==> src/rtl/sigctl_pkg.sv <==
package sigctl_pkg;
   localparam logic [7:0] OFS_CFG   = 8'h08;
   localparam logic [7:0] OFS_SEND  = 8'h0C;
   localparam logic [7:0] OFS_RECV  = 8'h10;
   localparam logic [7:0] OFS_EN    = 8'h14;
   localparam logic [7:0] OFS_DIS   = 8'h18;
   localparam logic [7:0] OFS_CLR   = 8'h1C;
   localparam logic [7:0] OFS_CCLR  = 8'h38;

   localparam int CFG_BITS = 2;
   localparam int CFG_COR  = 0;
   localparam int CFG_LOOP = 1;

   typedef enum logic [2:0] {
      OP_NONE,
      OP_CFG,
      OP_SEND,
      OP_EN,
      OP_DIS,
      OP_CLR,
      OP_CCLR
   } wr_op_e;
endpackage

==> src/rtl/sigctl_decode.sv <==
module sigctl_decode
   import sigctl_pkg::*;
#(
   parameter int N_CLIENTS = 4,
   parameter int N_SIGNALS = 8,
   parameter int ADDR_W    = 8,
   localparam int TOTAL    = N_CLIENTS * N_SIGNALS,
   localparam int IDX_W    = (TOTAL > 1) ? $clog2(TOTAL) : 1,
   localparam int CLI_W    = (N_CLIENTS > 1) ? $clog2(N_CLIENTS) : 1
)(
   input  logic [ADDR_W-1:0] bus_addr,
   input  logic              bus_wr,
   input  logic              bus_rd,
   input  logic [31:0]       bus_wdata,
   output wr_op_e            op,
   output logic              id_ok,
   output logic [IDX_W-1:0]  id_idx,
   output logic              cli_ok,
   output logic [CLI_W-1:0]  cli_num,
   output logic              recv_rd
);
   logic [15:0] cli_field;
   logic [15:0] sig_field;

   assign cli_field = bus_wdata[31:16];
   assign sig_field = bus_wdata[15:0];

   assign id_ok   = (32'(cli_field) < N_CLIENTS) && (32'(sig_field) < N_SIGNALS);
   assign id_idx  = IDX_W'(32'(cli_field) * N_SIGNALS + 32'(sig_field));
   assign cli_ok  = 32'(sig_field) < N_CLIENTS;
   assign cli_num = CLI_W'(sig_field);
   assign recv_rd = bus_rd && (bus_addr == ADDR_W'(OFS_RECV));

   always_comb begin
      op = OP_NONE;
      if (bus_wr) begin
         case (bus_addr)
            ADDR_W'(OFS_CFG):  op = OP_CFG;
            ADDR_W'(OFS_SEND): op = OP_SEND;
            ADDR_W'(OFS_EN):   op = OP_EN;
            ADDR_W'(OFS_DIS):  op = OP_DIS;
            ADDR_W'(OFS_CLR):  op = OP_CLR;
            ADDR_W'(OFS_CCLR): op = OP_CCLR;
            default:           op = OP_NONE;
         endcase
      end
   end
endmodule

==> src/rtl/sigctl_bank.sv <==
module sigctl_bank #(
   parameter int TOTAL    = 32,
   parameter bit SET_WINS = 1'b1
)(
   input  logic             clk,
   input  logic             rst_n,
   input  logic [TOTAL-1:0] pend_set,
   input  logic [TOTAL-1:0] pend_clr,
   input  logic [TOTAL-1:0] en_set,
   input  logic [TOTAL-1:0] en_clr,
   output logic [TOTAL-1:0] pend,
   output logic [TOTAL-1:0] en
);
   for (genvar b = 0; b < TOTAL; b++) begin : g_bit
      if (SET_WINS) begin : g_set_wins
         always_ff @(posedge clk) begin
            if (!rst_n) pend[b] <= 1'b0;
            else        pend[b] <= (pend[b] & ~pend_clr[b]) | pend_set[b];
         end
      end else begin : g_clr_wins
         always_ff @(posedge clk) begin
            if (!rst_n) pend[b] <= 1'b0;
            else        pend[b] <= (pend[b] | pend_set[b]) & ~pend_clr[b];
         end
      end

      always_ff @(posedge clk) begin
         if (!rst_n) en[b] <= 1'b0;
         else        en[b] <= en_set[b] | (en[b] & ~en_clr[b]);
      end
   end
endmodule

==> src/rtl/sigctl_prio.sv <==
module sigctl_prio #(
   parameter int TOTAL = 32,
   localparam int IDX_W = (TOTAL > 1) ? $clog2(TOTAL) : 1
)(
   input  logic [TOTAL-1:0] req,
   output logic             any,
   output logic [IDX_W-1:0] win
);
   always_comb begin
      any = 1'b0;
      win = '0;
      for (int i = TOTAL - 1; i >= 0; i--) begin
         if (req[i]) begin
            any = 1'b1;
            win = IDX_W'(i);
         end
      end
   end
endmodule

==> src/rtl/sigctl_top.sv <==
module sigctl_top
   import sigctl_pkg::*;
#(
   parameter int N_CLIENTS = 4,
   parameter int N_SIGNALS = 8,
   parameter int ADDR_W    = 8,
   parameter bit SET_WINS  = 1'b1,
   localparam int TOTAL    = N_CLIENTS * N_SIGNALS,
   localparam int IDX_W    = (TOTAL > 1) ? $clog2(TOTAL) : 1,
   localparam int CLI_W    = (N_CLIENTS > 1) ? $clog2(N_CLIENTS) : 1
)(
   input  logic              clk,
   input  logic              rst_n,
   input  logic [ADDR_W-1:0] bus_addr,
   input  logic              bus_wr,
   input  logic              bus_rd,
   input  logic [31:0]       bus_wdata,
   output logic [31:0]       bus_rdata,
   input  logic [TOTAL-1:0]  rx_raise,
   output logic              irq,
   output logic              tx_valid,
   output logic [31:0]       tx_id
);
   if (N_CLIENTS < 1 || N_CLIENTS > 65535) begin : g_bad_clients
      $error("sigctl_top: N_CLIENTS out of range");
   end
   if (N_SIGNALS < 1 || N_SIGNALS > 65535) begin : g_bad_signals
      $error("sigctl_top: N_SIGNALS out of range");
   end
   if (TOTAL > 4096) begin : g_bad_total
      $error("sigctl_top: too many signals");
   end
   if (ADDR_W < 8) begin : g_bad_addr
      $error("sigctl_top: ADDR_W must be at least 8");
   end

   wr_op_e               op;
   logic                 id_ok;
   logic [IDX_W-1:0]     id_idx;
   logic                 cli_ok;
   logic [CLI_W-1:0]     cli_num;
   logic                 recv_rd;
   logic [CFG_BITS-1:0]  cfg_q;
   logic [TOTAL-1:0]     id_hot;
   logic [TOTAL-1:0]     cli_mask;
   logic [TOTAL-1:0]     cor_hot;
   logic [TOTAL-1:0]     pend_set;
   logic [TOTAL-1:0]     pend_clr;
   logic [TOTAL-1:0]     en_set;
   logic [TOTAL-1:0]     en_clr;
   logic [TOTAL-1:0]     pend;
   logic [TOTAL-1:0]     en;
   logic                 any;
   logic [IDX_W-1:0]     win;
   logic [31:0]          recv_val;

   sigctl_decode #(
      .N_CLIENTS (N_CLIENTS),
      .N_SIGNALS (N_SIGNALS),
      .ADDR_W    (ADDR_W)
   ) i_decode (
      .bus_addr  (bus_addr),
      .bus_wr    (bus_wr),
      .bus_rd    (bus_rd),
      .bus_wdata (bus_wdata),
      .op        (op),
      .id_ok     (id_ok),
      .id_idx    (id_idx),
      .cli_ok    (cli_ok),
      .cli_num   (cli_num),
      .recv_rd   (recv_rd)
   );

   assign id_hot = id_ok ? (TOTAL'(1) << id_idx) : '0;

   for (genvar c = 0; c < N_CLIENTS; c++) begin : g_cli
      assign cli_mask[c*N_SIGNALS +: N_SIGNALS] =
         (cli_ok && cli_num == CLI_W'(c)) ? '1 : '0;
   end

   assign cor_hot  = (recv_rd && cfg_q[CFG_COR] && any) ? (TOTAL'(1) << win) : '0;
   assign pend_set = rx_raise | ((op == OP_SEND && cfg_q[CFG_LOOP]) ? id_hot : '0);
   assign pend_clr = ((op == OP_CLR)  ? id_hot   : '0)
                   | ((op == OP_CCLR) ? cli_mask : '0)
                   | cor_hot;
   assign en_set   = (op == OP_EN)  ? id_hot : '0;
   assign en_clr   = (op == OP_DIS) ? id_hot : '0;

   sigctl_bank #(
      .TOTAL    (TOTAL),
      .SET_WINS (SET_WINS)
   ) i_bank (
      .clk      (clk),
      .rst_n    (rst_n),
      .pend_set (pend_set),
      .pend_clr (pend_clr),
      .en_set   (en_set),
      .en_clr   (en_clr),
      .pend     (pend),
      .en       (en)
   );

   sigctl_prio #(
      .TOTAL (TOTAL)
   ) i_prio (
      .req (pend & en),
      .any (any),
      .win (win)
   );

   always_ff @(posedge clk) begin
      if (!rst_n) begin
         cfg_q    <= '0;
         tx_valid <= 1'b0;
         tx_id    <= '0;
      end else begin
         if (op == OP_CFG) cfg_q <= bus_wdata[CFG_BITS-1:0];
         tx_valid <= (op == OP_SEND) && id_ok;
         if (op == OP_SEND && id_ok) tx_id <= bus_wdata;
      end
   end

   assign recv_val = any ? {16'(32'(win) / N_SIGNALS), 16'(32'(win) % N_SIGNALS)} : '1;
   assign irq      = any;

   always_comb begin
      case (bus_addr)
         ADDR_W'(OFS_CFG):  bus_rdata = 32'(cfg_q);
         ADDR_W'(OFS_RECV): bus_rdata = recv_val;
         default:           bus_rdata = '0;
      endcase
   end
endmodule

==> config.mk <==
export PLATFORM = sky130hd
export DESIGN_NAME = sigctl_top
export DESIGN_NICKNAME = d
export VERILOG_FILES = /design/src/rtl/sigctl_pkg.sv /design/src/rtl/sigctl_decode.sv /design/src/rtl/sigctl_bank.sv /design/src/rtl/sigctl_prio.sv /design/src/rtl/sigctl_top.sv
export SDC_FILE = /design/constraint.sdc
export NUM_CORES = 1
export LEC_CHECK = 0
export BUFFER_PORTS_ARGS = -buffer_cell sky130_fd_sc_hd__clkbuf_2
export CAP_MARGIN = 5
export CELL_PAD_IN_SITES_DETAIL_PLACEMENT = 0
export CELL_PAD_IN_SITES_GLOBAL_PLACEMENT = 2
export CORE_UTILIZATION = 32
export DETAILED_ROUTE_END_ITERATION = 10
export GPL_ROUTABILITY_DRIVEN = 0
export PLACE_DENSITY_LB_ADDON = 0.1
export SETUP_SLACK_MARGIN = 0.05
export SYNTH_ARGS = -nofsm -noshare
export SYNTH_HDL_FRONTEND = slang
export SYNTH_SLANG_ARGS = --single-unit
==> constraint.sdc <==
create_clock -name clk -period 5.4 [get_ports clk]
set_input_delay 0 -clock clk [delete_from_list [all_inputs] [get_ports clk]]
set_output_delay 0 -clock clk [all_outputs]
set_load 0.01 [all_outputs]
=== After elaboration in Yosys (flattened, before gate mapping) ===
Cells that the tools add are included.

* Flip-flop bits (word level): 99
* Input port bits: 76
* Output and inout bits: 66
* Word-level logic and storage cells: 375

* $add $sub $neg: 1
* Order comparisons: 3
* Equal/unequal tests: 16
* Shift operators: 2
* Mux-type cells: 79
* Bitwise logic cells: 196
* Reduce and logical (&&, ||, !) cells: 11

{| class="wikitable"
|+ Operators by type and width
! cell !! number
|-
| two-way mux 32 bit || 8
|-
| two-way mux 5 bit || 32
|-
| OR 32 bit || 3
|-
| AND 1 bit || 64
|-
| inverter 1 bit || 64
|-
| OR 1 bit || 64
|-
| case mux 32 bit (2 select lines) || 1
|-
| left shift 1 x 5 -> 32 bit (first input constant) || 2
|-
| AND 32 bit || 1
|-
| equality test 8 x 5 -> 1 bit (second input constant) || 4
|-
| less-than comparator 16 x 3 -> 1 bit (second input constant) || 2
|-
| two-way mux 1 bit || 32
|-
| two-way mux 8 bit || 4
|-
| case mux 3 bit (6 select lines) || 1
|-
| equality test 8 x 4 -> 1 bit (second input constant) || 2
|-
| less-than comparator 16 x 4 -> 1 bit (second input constant) || 1
|-
| logical AND 1 bit || 10
|-
| equality test 3 bit (second input constant) || 3
|-
| equality test 8 x 6 -> 1 bit (second input constant) || 1
|-
| equality test 3 x 2 -> 1 bit (second input constant) || 2
|-
| adder 5 bit || 1
|-
| equality test 2 bit (second input constant) || 2
|-
| equality test 3 x 1 -> 1 bit (second input constant) || 1
|-
| two-way mux 3 bit || 1
|-
| other kinds (2) || 2
|}

=== Longest topological paths before layout ===
Gate-level depths: netlist of run 1.

* Word-level depth: 39
* Mapped depth: 9
* Gate-level depth less buffers: 8

=== By module ===
A second synthesis of run 1 with hierarchy kept.

* Cell total of the unflattened synthesis: 780
* Area total of the unflattened synthesis: 6020.8 sq um

{| class="wikitable"
|+ Modules (own cells, without submodules)
! module !! instances !! cells each !! area each (sq um) !! sequential area each (sq um)
|-
| sigctl_top || 1 || 480 || 3188.1 || 700.7
|-
| sigctl_bank || 1 || 199 || 2240.9 || 1281.2
|-
| sigctl_prio || 1 || 65 || 370.4 || 0.0
|-
| sigctl_decode || 1 || 36 || 221.5 || 0.0
|}

=== Least setup slack after synthesis of run 1 ===
OpenSTA, ideal clock, no wires.

* Path kind: reg-to-output
* From: register i_bank.en[6]
* To: output port bus_rdata[10]
* Arrival: 2674 ps
* Required time: 5400 ps
* Path slack: 2726 ps
* Stages on the path, launching flop included: 8
* Buffers on the path: 1
* Path through: dfxtp_1 a22o_1 a221oi_1 nand4_1 nor2_1 nand2_1 nor2_1 buf_4

* Word-level cells in the longest chain between the ends: 10

{| class="wikitable"
|+ Ends and longest elaborated chain
! what !! line !! text
|-
| start: declaration || sigctl_bank.sv:12 || <nowiki>output logic [TOTAL-1:0] en</nowiki>
|-
| start signal: indexed assignment || sigctl_bank.sv:29 || <nowiki>else en[b] <= en_set[b] | (en[b] & ~en_clr[b]);</nowiki>
|-
| AND 32 bit || sigctl_top.sv:106 || <nowiki>.req (pend & en),</nowiki>
|-
| two-way mux 1 bit (7 in a row) || sigctl_prio.sv:13 || <nowiki>if (req[i]) begin</nowiki>
|-
| net irq || sigctl_top.sv:20 || <nowiki>output logic irq,</nowiki>
|-
| two-way mux 32 bit || sigctl_top.sv:123 || <nowiki>assign recv_val = any ? {16'(32'(win) / N_SIGNALS), 16'(32'(win) % N_SIGNALS)} : '1;</nowiki>
|-
| case mux 32 bit (2 select lines) || sigctl_top.sv:127 || <nowiki>case (bus_addr)</nowiki>
|-
| end: declaration || sigctl_top.sv:18 || <nowiki>output logic [31:0] bus_rdata,</nowiki>
|}

The timed path passes the listed nets, and every way through them passes these cells.

=== Final worst setup path of run 1 ===
* From: register i_bank.en[6]
* To: output port bus_rdata[26]

* Word-level cells in the longest chain between the ends: 10

{| class="wikitable"
|+ Ends and longest elaborated chain
! what !! line
|-
| AND 32 bit || sigctl_top.sv:106
|-
| two-way mux 1 bit (7 in a row) || sigctl_prio.sv:13
|-
| two-way mux 32 bit || sigctl_top.sv:123
|-
| case mux 32 bit (2 select lines) || sigctl_top.sv:127
|}

No other way between the ends.

==> results.py, run 1 <==
metrics = {
    "status": {
        "status": "complete, no violations",
    },
    "clock_network": {
        "postCtsSetupBuffers": 0,
        "cts_made_buffers": 9,
        "root_buffer": "clkbuf_16",
        "cts_buffer_depth": 2,
        "insertion_delay_ns": 0.36,
        "htreeDepth": 3,
        "cts_tree": "done",
        "path_clk_slew_ns": 0.07,
        "numClockSinks": 99,
    },
    "setup_path": {
        "cp_max_fo": 27,
        "cpLargestDelayFamily": "simple AND/OR/NAND/NOR gates",
        "crit_chain": "a22o_1 -> a221oi_1 -> nand4_1 -> nor2_1 -> nand2_1 -> nor2_1 -> buf_4 -> clkbuf_2",
        "worst-r2r-cell-count": 7,
        "crit_arrival_ns": 2.62,
        "crit_required_ns": 5.40,
        "crit_buf_inv": 2,
        "crit_top_cell": "nor2_1",
        "slowest_stage": "a221oi_1",
        "path_class": "flip-flop to primary output",
        "r2r_start": "i_bank.en[6]",
        "reg2reg_slack_ns": 2.84,
        "cp-end-kind": "primary output",
        "start_kind": "flip-flop",
        "timing.rr.end": "i_bank.pend[31]",
        "crit_path_max_incr_delay_ns": 0.46,
    },
    "hold_path": {
        "holdPathStages": 3,
        "hp-start": "bus_wdata[1]",
        "hold_end": "cfg_q[1]",
        "hold_class": "input pin to flip-flop",
    },
    "timing": {
        "period_minus_slack_ns": 2.62,
        "worstMarginPinSlew_ns": 1.07,
        "fin_hold_ws_ns": 0.0193,
        "grt_setup_unrepaired": "no",
        "slew_violations": 0,
        "clock_skew_ns": 0.00489,
        "fin_setup_tns_ns": 0,
        "setup_viol": 0,
        "fmax_ghz": 0.382,
        "min_period_over_period_pct": 48.5,
        "finalHoldViolCount": 0,
        "relSlewSlack_pct": 28.5,
        "worst_slack_ns": 2.78,
    },
    "logic_synthesis": {
        "avgSynthCellArea_um2": 7.85,
        "yosysSeqAreaShare_pct": 38.6,
        "syn_area_um2": 5130,
        "yosys_warnings": 0,
        "yosysUniqueCellTypes": 63,
        "synthCells": 653,
        "async_flop_share_pct": 0,
        "synth_edf_count": 0,
        "synth-seq-cells": 99,
        "syn_nets": 730,
        "synth_ff_type": "dfxtp_1",
    },
    "drt": {
        "drtIter0Drc": 473,
        "dr_wl_met3_mm": 1.04,
        "drc": 0,
        "routed_wl_mm": 19.0,
        "firstDrtPassIters": 6,
        "wl_per_cell_um": 18.9,
        "met2_length_mm": 9.24,
        "via_per_inst": 5.32,
        "ant_nets": 0,
        "highest_layer": "met4",
        "vias": 5365,
        "met1_length_mm": 8.48,
    },
    "grt": {
        "grt.total_usage_pct": 23.4,
        "grt_pass1_wl_mm": 28.8,
        "overflow": 0,
        "antenna_found_initial": 0,
        "grt_max_degree": 38,
        "first_global_vias": 4932,
    },
    "finish": {
        "layout_commonest_cell": "clkbuf_2",
        "layout_common_cells": "clkbuf_2, nand2_1, dfxtp_1",
        "drive_above_1_share_pct": 25.8,
        "post-route-util_pct": 41.8,
        "postLayoutCellArea_um2": 6450,
        "area_growth_pct": 25.8,
        "final_cell_count_no_fill": 1009,
        "fill_cells": 1653,
        "num_antenna_cells": 0,
        "layout.nets": 871,
    },
    "power_and_ir_drop": {
        "power_leakage_nw": 2.55,
        "ir_drop_mv": 0.145,
        "finalPower_mw": 1.52,
        "power.density_nw_per_um2": 236,
    },
    "floorplan": {
        "rows": 45,
        "die_area_um2": 16500,
        "die_x_um": 129,
        "initial_core_util_pct": 33.2,
        "core_area_um2": 15400,
        "io_pins": 142,
        "die_h_um": 129,
    },
    "placed_design": {
        "hpwl_mm": 14.0,
        "post-place-ws_ns": 2.81,
        "postPlaceCellArea_um2": 5820,
        "numPortBuffers": 141,
        "dp.cells": 959,
    },
    "flow_run": {
        "max-cap-violations": 0,
    },
}
how the worst max path moves through the flow:
| stage | cells past startpoint | from | end |
|---|---|---|---|
| after floorplan | 7 | i_bank.en[6] | bus_rdata[10] |
| after global placement | 6 | rst_n | i_bank.pend[23] |
| after detailed placement | 6 | rst_n | i_bank.pend[20] |
| after CTS | 8 | i_bank.en[6] | bus_rdata[0] |
| after global routing | 8 | i_bank.en[6] | bus_rdata[3] |
| final | 8 | i_bank.en[6] | bus_rdata[26] |
final cells by class:
cell class / count / area (µm²) / area share (%)
Multi-Input combinational cell: 504 / 2840 / 44.1
Sequential cell: 99 / 1980 / 30.7
Timing Repair Buffer: 178 / 1070 / 16.6
Tap cell: 211 / 264 / 4.09
Clock buffer: 9 / 225 / 3.49
Clock inverter: 6 / 56.3 / 0.873
Inverter: 2 / 7.51 / 0.116
registers in the layout, indices dropped and copies added (netlist names):
| register | flops |
|---|---|
| cfg_q | 2 |
| i_bank.en | 32 |
| i_bank.pend | 32 |
| tx_id | 32 |
| tx_valid | 1 |
where the power goes:
part	internal, mW	switching (mW)
clock network	0.321	0.315
registers	0.752	0.0219
logic	0.0569	0.0576
what timing repair did:
item                       4_1_cts  5_1_grt
resized for setup                0        0
setup endpoints to repair        0        0
hold endpoints to repair        36        0
hold buffers                    35        0
routing by layer:
layer / up-vias / track usage [%]
li1: 2596 / -
met5: - / 0
met2: 187 / 39.4
met4: 0 / 6.64
met1: 2562 / 31.0
met3: 20 / 3.37
Yosys cell counts (4+ instances only):
library cell | number | share of area (%)
nand2_1 | 124 | 9.1
dfxtp_1 | 99 | 39
o21ai_0 | 76 | 7.4
nor2_1 | 67 | 4.9
a21oi_1 | 46 | 4.5
buf_4 | 26 | 3.8
nand3_1 | 26 | 2.5
o2111ai_1 | 21 | 3.6
and2_4 | 19 | 3.2
clkbuf_1 | 17 | 1.2
a22o_1 | 11 | 1.9
a22oi_1 | 9 | 1.3
and2_2 | 9 | 1.3
and2_1 | 7 | 0.85
nand4_1 | 6 | 0.73
nor4_1 | 6 | 0.73
a32o_1 | 5 | 0.98
mux2i_1 | 5 | 0.98
nor2b_1 | 5 | 0.61
nor3_1 | 4 | 0.39
o21ai_1 | 4 | 0.39
or3_1 | 4 | 0.49
worst register-to-register path, cell delays in order (launching register included):
cell and delay [ns]:
dfxtp_1 0.32, a22o_1 0.26, a221oi_1 0.46, nand4_1 0.29
nor4_1 0.58, nand2_1 0.24, o2111ai_1 0.23, nand2_1 0.07
kinds of logic (layout without fill, tap and decap cells):
| kind of cell | after synthesis | in the layout | synth area share, % |
|---|---|---|---|
| mux | 5 | 5 | 0.976 |
| buf+inv | 50 | 195 | 5.90 |
| xor+xnor | 2 | 2 | 0.342 |
| simple gates | 304 | 304 | 30.3 |
| fa+ha+maj | 1 | 1 | 0.244 |
| compound gates | 192 | 192 | 23.6 |
| flops | 99 | 99 | 38.6 |
Power figures use the tool's default switching activity.
==> inputs of run 2 (changes only) <==
Settings changed: CORE_UTILIZATION 32 to 27.
Clock period 5.4 ns to 2.2 ns, I/O delays scaled along.
==> run 2 against run 1 <==
Effect of this change:
- the flow now finishes with violations (negative setup slack)
- critical path depth grew 1
- clock-buffer cell count is the same
- highest routed layer unchanged
- largest cell class unchanged
- clock skew increased by 0.0029 ns
- largest power group unchanged
- critical path type unchanged
==> results.py, run 2 (synthesized netlist as in run 1, its figures left out) <==
metrics = {
    "floorplan": {
        "die_h_um": 140,
        "die_area_um2": 19500,
        "core_area_um2": 18600,
        "initial_core_util_pct": 27.5,
        "rows": 50,
        "io_pins": 142,
        "die_x_um": 140,
    },
    "timing": {
        "period_minus_slack_ns": 2.29,
        "fin_setup_tns_ns": -0.701,
        "min_period_over_period_pct": 104,
        "finalHoldViolCount": 0,
        "slew_violations": 0,
        "worstMarginPinSlew_ns": 1.23,
        "setup_viol": 31,
        "fmax_ghz": 0.438,
        "relSlewSlack_pct": 18.0,
        "grt_setup_unrepaired": "yes",
        "worst_slack_ns": -0.0856,
        "clock_skew_ns": 0.00782,
    },
    "setup_path": {
        "cp-end-kind": "primary output",
        "endpoint": "bus_rdata[0]",
        "startpoint": "i_bank.en[8]",
        "r2r_start": "i_bank.en[8]",
        "start_kind": "flip-flop",
        "timing.rr.end": "i_bank.pend[6]",
        "crit_required_ns": 2.20,
        "path_class": "flip-flop to primary output",
        "crit_arrival_ns": 2.29,
        "worst-r2r-cell-count": 8,
        "cp_max_fo": 3,
        "reg2reg_slack_ns": -0.01,
    },
    "finish": {
        "layout_commonest_cell": "nand2_1",
        "num_antenna_cells": 0,
        "drive_above_1_share_pct": 37.3,
        "layout_common_cells": "nand2_1, clkbuf_2, dfxtp_1",
        "reg_top3": "i_bank.en x32, i_bank.pend x32, tx_id x32",
        "area_growth_pct": 42.2,
        "layout.nets": 923,
    },
    "grt": {
        "grt_pass1_wl_mm": 30.8,
        "grt_max_degree": 34,
        "first_global_vias": 5212,
        "overflow": 0,
        "antenna_found_initial": 0,
        "grt.total_usage_pct": 21.0,
    },
    "drt": {
        "routed_wl_mm": 20.6,
        "firstDrtPassIters": 5,
        "wl_per_cell_um": 19.0,
        "drc": 0,
        "via_per_inst": 5.09,
        "vias": 5521,
        "ant_nets": 0,
        "drtIter0Drc": 295,
    },
    "clock_network": {
        "root_buffer": "clkbuf_16",
        "cts_tree": "done",
        "cts_buffer_depth": 2,
        "htreeDepth": 3,
        "cts_made_buffers": 9,
        "path_clk_slew_ns": 0.08,
        "numClockSinks": 99,
        "insertion_delay_ns": 0.36,
    },
    "power_and_ir_drop": {
        "ir_drop_mv": 0.372,
        "power.density_nw_per_um2": 534,
        "power_leakage_nw": 2.93,
    },
    "placed_design": {
        "hpwl_mm": 15.3,
        "post-place-ws_ns": -0.164,
        "numPortBuffers": 141,
    },
    "hold_path": {
        "hold_class": "input pin to flip-flop",
    },
    "flow_run": {
        "max-cap-violations": 0,
    },
    "status": {
        "violations": "negative setup slack",
        "status": "complete, but fails checks",
    },
}
==> run 2: changes by cell type in the layout (fill, tap and decap cells not counted), moves of 5 or more <==
cell,before,now
o2111ai_2,0,14
dfxtp_1,99,88
nand2_1,124,119
dfxtp_2,0,10
buf_2,0,23
buf_6,0,8
buf_4,2,46
o2111ai_1,21,5
clkbuf_2,141,117
nor2_1,67,62
==> run 2: worst min path at each step <==
stage / to / startpoint / depth (start not counted)
global route: cfg_q[0] / bus_wdata[0] / 3
CTS: cfg_q[0] / bus_wdata[0] / 3
floorplan: i_bank.pend[16] / rst_n / 2
detailed placement: i_bank.pend[7] / rx_raise[7] / 3
finish: cfg_q[1] / bus_wdata[1] / 3
global placement: i_bank.pend[9] / rx_raise[9] / 3
==> run 2: report_power, final <==
part | switching [mW] | internal (mW)
clock | 0.853 | 0.822
sequential | 0.0593 | 1.85
combinational | 0.157 | 0.154
==> run 2: what timing repair did <==
item                                    4_1_cts  5_1_grt
hold buffers                                 35        0
pin swaps                                     5       29
endpoints found under the hold margin        36        0
gates resized for setup                      21       85
buffers inserted                              3        7
endpoints found under the setup margin       60       70
==> run 2: critical path, stage by stage (launching register included) <==
cell and delay, ns:
dfxtp_2 0.35, nand2_2 0.06, a32o_1 0.25, a221o_1 0.37, a2111o_1 0.35, buf_6 0.14
nand3_4 0.07, a21oi_4 0.06, a21o_1 0.16, buf_6 0.12
==> run 2: final cells by class <==
| class | instances | area, µm² |
|---|---|---|
| clock buffer | 9 | 225 |
| timing repair buffer | 230 | 1510 |
| tap | 234 | 293 |
| fill | 1976 | 11400 |
| sequential | 99 | 2000 |
| clock inverter | 7 | 93.8 |
| multi-input combinational | 504 | 3170 |
| inverter | 2 | 7.51 |
==> run 2: stage by stage <==
stage          power [mW]  std cells  util [%]  hold slack (ns)  instance area (µm²)
6_report             3.89       1085      39.1          0.00723                 7290
5_1_grt              4.03       1085      39.1           0.0407                 7290
4_1_cts              3.91       1078      37.3          0.00509                 6960
3_5_place_dp         2.19       1024      33.2            0.233                 6180
3_3_place_gp         2.18       1024      33.2            0.233                 6180
2_1_floorplan        2.05        653         -            0.136                 5140
==> run 2: routing by layer <==
metal / routed length [µm] / share of wire (%) / vias to the layer above / global-route usage, %
met2: 9850 / 48 / 137 / 34.9
li1: - / - / 2701 / -
met4: 264 / 1.3 / 0 / 5.26
met3: 892 / 4.3 / 17 / 3.44
met1: 9570 / 47 / 2666 / 28.0
met5: 0 / 0 / - / 0
